`src/rtl/sig_tracker_pkg.sv`:
```
package sig_tracker_pkg;

    localparam int DEF_SLOTS = 16;
    localparam int DEF_LIST  = 4;
    localparam int DEF_RES_W = 32;

    typedef enum logic [2:0] {
        OP_DONE1    = 3'd0,
        OP_DONE2    = 3'd1,
        OP_WAIT1    = 3'd2,
        OP_WAITALL2 = 3'd3,
        OP_WAITALL3 = 3'd4,
        OP_WAITALL4 = 3'd5
    } op_e;

    typedef struct packed {
        logic       blocking;
        logic [2:0] count;
    } op_info_t;

    // Unknown codes behave as a one-slot check.
    function automatic op_info_t decode_op(logic [2:0] code);
        op_info_t info;
        case (op_e'(code))
            OP_DONE2:    info = '{blocking: 1'b0, count: 3'd2};
            OP_WAIT1:    info = '{blocking: 1'b1, count: 3'd1};
            OP_WAITALL2: info = '{blocking: 1'b1, count: 3'd2};
            OP_WAITALL3: info = '{blocking: 1'b1, count: 3'd3};
            OP_WAITALL4: info = '{blocking: 1'b1, count: 3'd4};
            default:     info = '{blocking: 1'b0, count: 3'd1};
        endcase
        return info;
    endfunction

endpackage

```
`src/rtl/sig_tracker_slots.sv`:
```
module sig_tracker_slots #(
    parameter int NUM_SLOTS = 16
) (
    input  logic                 clk,
    input  logic                 rst,
    input  logic [NUM_SLOTS-1:0] set_vec,
    input  logic [NUM_SLOTS-1:0] clr_vec,
    output logic [NUM_SLOTS-1:0] pend
);

    for (genvar s = 0; s < NUM_SLOTS; s++) begin : g_slot
        always_ff @(posedge clk) begin
            if (rst)
                pend[s] <= 1'b0;
            else if (set_vec[s])
                pend[s] <= 1'b1;
            else if (clr_vec[s])
                pend[s] <= 1'b0;
        end
    end

endmodule

```
`src/rtl/sig_tracker_query.sv`:
```
module sig_tracker_query
    import sig_tracker_pkg::*;
#(
    parameter int NUM_SLOTS = 16,
    parameter int LIST_MAX  = 4,
    localparam int ID_W     = $clog2(NUM_SLOTS)
) (
    input  logic [NUM_SLOTS-1:0]     done_vec,
    input  logic [2:0]               op_code,
    input  logic [LIST_MAX*ID_W-1:0] slot_list,
    output logic                     all_done,
    output logic                     blocking
);

    op_info_t            info;
    logic [LIST_MAX-1:0] field_ok;

    assign info     = decode_op(op_code);
    assign blocking = info.blocking;

    for (genvar k = 0; k < LIST_MAX; k++) begin : g_field
        logic [ID_W-1:0] id;
        assign id          = slot_list[k*ID_W +: ID_W];
        assign field_ok[k] = (k >= int'(info.count)) || done_vec[id];
    end

    assign all_done = &field_ok;

endmodule

```
`src/rtl/sig_tracker.sv`:
```
module sig_tracker
    import sig_tracker_pkg::*;
#(
    parameter int NUM_SLOTS = DEF_SLOTS,
    parameter int LIST_MAX  = DEF_LIST,
    parameter int RES_W     = DEF_RES_W,
    localparam int ID_W     = $clog2(NUM_SLOTS)
) (
    input  logic                     clk,
    input  logic                     rst,
    input  logic                     iss_valid,
    input  logic [ID_W-1:0]          iss_slot,
    input  logic                     cpl_valid,
    input  logic [ID_W-1:0]          cpl_slot,
    input  logic                     q_valid,
    input  logic [2:0]               q_op,
    input  logic [LIST_MAX*ID_W-1:0] q_slots,
    output logic                     q_res_valid,
    output logic [RES_W-1:0]         q_res,
    output logic                     stall
);

    logic [NUM_SLOTS-1:0] pend;
    logic [NUM_SLOTS-1:0] cpl_hot;
    logic [NUM_SLOTS-1:0] iss_hot;
    logic [NUM_SLOTS-1:0] done_now;
    logic                 iss_block;
    logic                 wait_block;
    logic                 all_done;
    logic                 blocking;

    // A completion is visible in its own cycle.
    assign cpl_hot  = cpl_valid ? (NUM_SLOTS'(1) << cpl_slot) : '0;
    assign done_now = ~pend | cpl_hot;

    assign iss_block = iss_valid && !done_now[iss_slot];
    assign iss_hot   = (iss_valid && !iss_block) ? (NUM_SLOTS'(1) << iss_slot) : '0;

    sig_tracker_slots #(.NUM_SLOTS(NUM_SLOTS)) u_slots (
        .clk     (clk),
        .rst     (rst),
        .set_vec (iss_hot),
        .clr_vec (cpl_hot),
        .pend    (pend)
    );

    sig_tracker_query #(.NUM_SLOTS(NUM_SLOTS), .LIST_MAX(LIST_MAX)) u_query (
        .done_vec  (done_now),
        .op_code   (q_op),
        .slot_list (q_slots),
        .all_done  (all_done),
        .blocking  (blocking)
    );

    assign wait_block  = q_valid && blocking && !all_done;
    assign stall       = iss_block || wait_block;
    assign q_res_valid = q_valid && !wait_block;
    assign q_res       = RES_W'(all_done);

endmodule

```
`config.mk`:
```
export PLATFORM = sky130hd
export DESIGN_NAME = sig_tracker
export DESIGN_NICKNAME = d
export VERILOG_FILES = /design/src/rtl/sig_tracker_pkg.sv /design/src/rtl/sig_tracker_slots.sv /design/src/rtl/sig_tracker_query.sv /design/src/rtl/sig_tracker.sv
export SDC_FILE = /design/constraint.sdc
export NUM_CORES = 1
export LEC_CHECK = 0
export BUFFER_PORTS_ARGS = -buffer_cell sky130_fd_sc_hd__buf_2
export CORE_MARGIN = 1.5
export CORE_UTILIZATION = 25
export DETAILED_ROUTE_END_ITERATION = 6
export HOLD_SLACK_MARGIN = 0.03
export PLACE_DENSITY = 0.42
export SLEW_MARGIN = 10
export SYNTH_ARGS = -nofsm -noshare
export SYNTH_HDL_FRONTEND = slang
export SYNTH_SLANG_ARGS = --single-unit
```
`constraint.sdc`:
```
create_clock -name clk -period 2.4 [get_ports clk]
set_input_delay 0.12 -clock clk [delete_from_list [all_inputs] [get_ports clk]]
set_output_delay 0.12 -clock clk [all_outputs]
set_load 0.05 [all_outputs]
```
==> results_dict.tcl <==
set metrics [dict create \
    regArea_um2 321.6 \
    antenna_found_initial 0 \
    crit_path_end_kind "output pin" \
    cts_hold_buffers 0 \
    dr.pass1.iters 5 \
    dp_hpwl_um 4751 \
    reg.largest.list "u_slots.pend x16" \
    vdd_ir_drop_max_v 0.0002066 \
    die_w_um 87.84 \
    final_hold_viol_count 0 \
    synth_top_area_share_pct 17.80 \
    nets 323 \
    grt_pass1_wl_um 9232 \
    utilization_pct 33.66 \
    yosysSeqAreaShare_pct 17.80 \
    grt_pass1_vias 1777 \
    die_area_um2 7715 \
    area_growth_pct 28.51 \
    drt-vias-per-instance 4.987 \
    crit_fanout 10 \
    core_um2 6869 \
    largest-register "u_slots.pend" \
    die_h_um 87.84 \
    port_buffers 34 \
    cp-start-kind "primary input" \
    synth_edf_count 0 \
    layout_common_cells "35 x buf_4, 31 x conb_1, 31 x buf_2, 21 x a21oi_1, 17 x nand2_1" \
    cap_violations 0 \
    fin_crit_ns 2.364 \
    syn_area_um2 1799 \
    gp_congestion 0.8882 \
    setup_viol 0 \
    synth_area_leaders "dfxtp_1 18%, mux4_2 14%, buf_4 13%, a21oi_1 5.8%, o21ai_0 5.0%" \
    finalWirelength_um 5782 \
    crit_arrival_ns 2.24 \
    clock.fmax_ghz 0.4230 \
    io_pins 66 \
    first_iter_violations 134 \
    cts_tree "built" \
    required_ns 2.28 \
    drive_gt1_share_pct 34.83 \
    drc 0 \
    post_drt_wl_per_cell_um 14.98 \
    largest_reg_flops 16 \
    cts.sinks 16 \
    synthFlopType "dfxtp_1" \
    rsz0062_at_grt "true" \
    ys_ff_latch 16 \
    critical_path_class "in -> out" \
    multi_input_area_um2 1308 \
    synth_cell_types 46 \
    gr-total-overflow 0 \
    grt_usage_pct 15.53 \
    period_share_pct 98.50 \
    hold_class "in -> reg" \
    maxSlewViolCount 0 \
    status "completed" \
    clk_latency_ns 0.25 \
    yosysTopAreaCell "dfxtp_1" \
    async_flop_share_pct 0 \
    power_uw 869.6 \
    start_util_pct 26.19 \
    finalClockSkew_ns 0.005410 \
    antenna_violating_nets_post_route 0 \
    yosysWarnings 0 \
    cts_buffers 3 \
    syn_area_per_cell_um2 8.032 \
    syn_inst 224 \
    n_antenna_cell 0 \
    clk_pin_slew_ns 0.07 \
    fp-row-count 30 \
    p_per_area_nw_per_um2 376.1 \
    vias 1925 \
    grt_max_degree 17 \
    h-tree-depth 1 \
    clock_path_buffers 2 \
    p_leak_nw 0.9400 \
    timing.hold.ws_ns 0.2328 \
    final_common_cell "buf_4" \
    root_buffer "clkbuf_8" \
    fillers 767 \
]
==> stage by stage <==
stage	area (µm²)	worst slack [ns]	TNS, ns	std cells
detailed placement	2201	-0.1980	-0.4330	381
global route	2312	-0.03882	-0.06791	386
floorplan	1918	0.1718	0	254
finish	2312	0.03597	0	386
global placement	2201	-0.2014	-0.4411	381
CTS	2275	0.009494	0	385
==> cell usage after synthesis, types with 4 or more instances <==
library cell  count
o211ai_1          9
dfxtp_1          16
a22oi_1           5
clkbuf_1          4
nor2_1            9
nand2_1          17
nand3_1           9
o21ai_0          18
mux4_2           11
inv_1            11
nor2b_1           6
a21oi_1          21
nand2b_1          4
buf_4            32
and2_1            4
==> worst paths after layout <==
path / start / to / slack (ns) / cells after the start
worst max register to register: u_slots.pend[2] / u_slots.pend[3] / 0.63 / 8
worst min register to register: u_slots.pend[12] / u_slots.pend[12] / 0.61 / 2
worst min-delay path: iss_slot[0] / u_slots.pend[11] / 0.23 / 3
worst max-delay path: cpl_slot[3] / q_res_valid / 0.04 / 10
==> report_power, final <==
group | leakage, nW | switching [mW] | internal [mW] | total (mW)
sequential | 0.130 | 0.00290 | 0.271 | 0.274
combinational | 0.781 | 0.246 | 0.110 | 0.355
clock | 0.0288 | 0.0946 | 0.145 | 0.240
total | 0.940 | 0.343 | 0.526 | 0.870
==> per-layer routing <==
| layer | track usage, % | vias up | routed length, µm |
|---|---|---|---|
| met2 | 25.75 | 83 | 2796 |
| met1 | 21.13 | 917 | 2548 |
| li1 | - | 911 | - |
| met4 | 4.473 | 0 | 110 |
| met5 | 0 | - | 0 |
| met3 | 1.885 | 14 | 327 |
==> cell families after synthesis <==
logic type             synth area share, %
AO/OA/AOI/OAI                        26.84
AND/OR/NAND/NOR                      20.65
buffers and inverters                17.32
multiplexers                         16.69
flip-flops                           17.80
XOR/XNOR                            0.4869
other                               0.2084
==> layout make-up <==
type                       count  area share, %
multi-input combinational    189          56.55
timing repair buffer          70          20.18
sequential                    16          13.91
tap                           96          5.195
clock buffer                   4          2.381
inverter                      11          1.786
==> worst max-delay path, stage by stage <==
cell,delay [ns]
buf_2,0.12
or3b_4,0.40
buf_6,0.15
o2111ai_2,0.15
nand3b_1,0.09
o41a_1,0.44
a211o_1,0.34
nand3_2,0.09
and3_4,0.19
buf_8,0.14
==> timing repair <==
action,in CTS,in global routing
hold endpoints to repair,0,0
setup endpoints to repair,3,3
buffers inserted,0,1
gates resized for setup,8,16
pin swaps,1,3
Power figures use the tool's default switching activity.
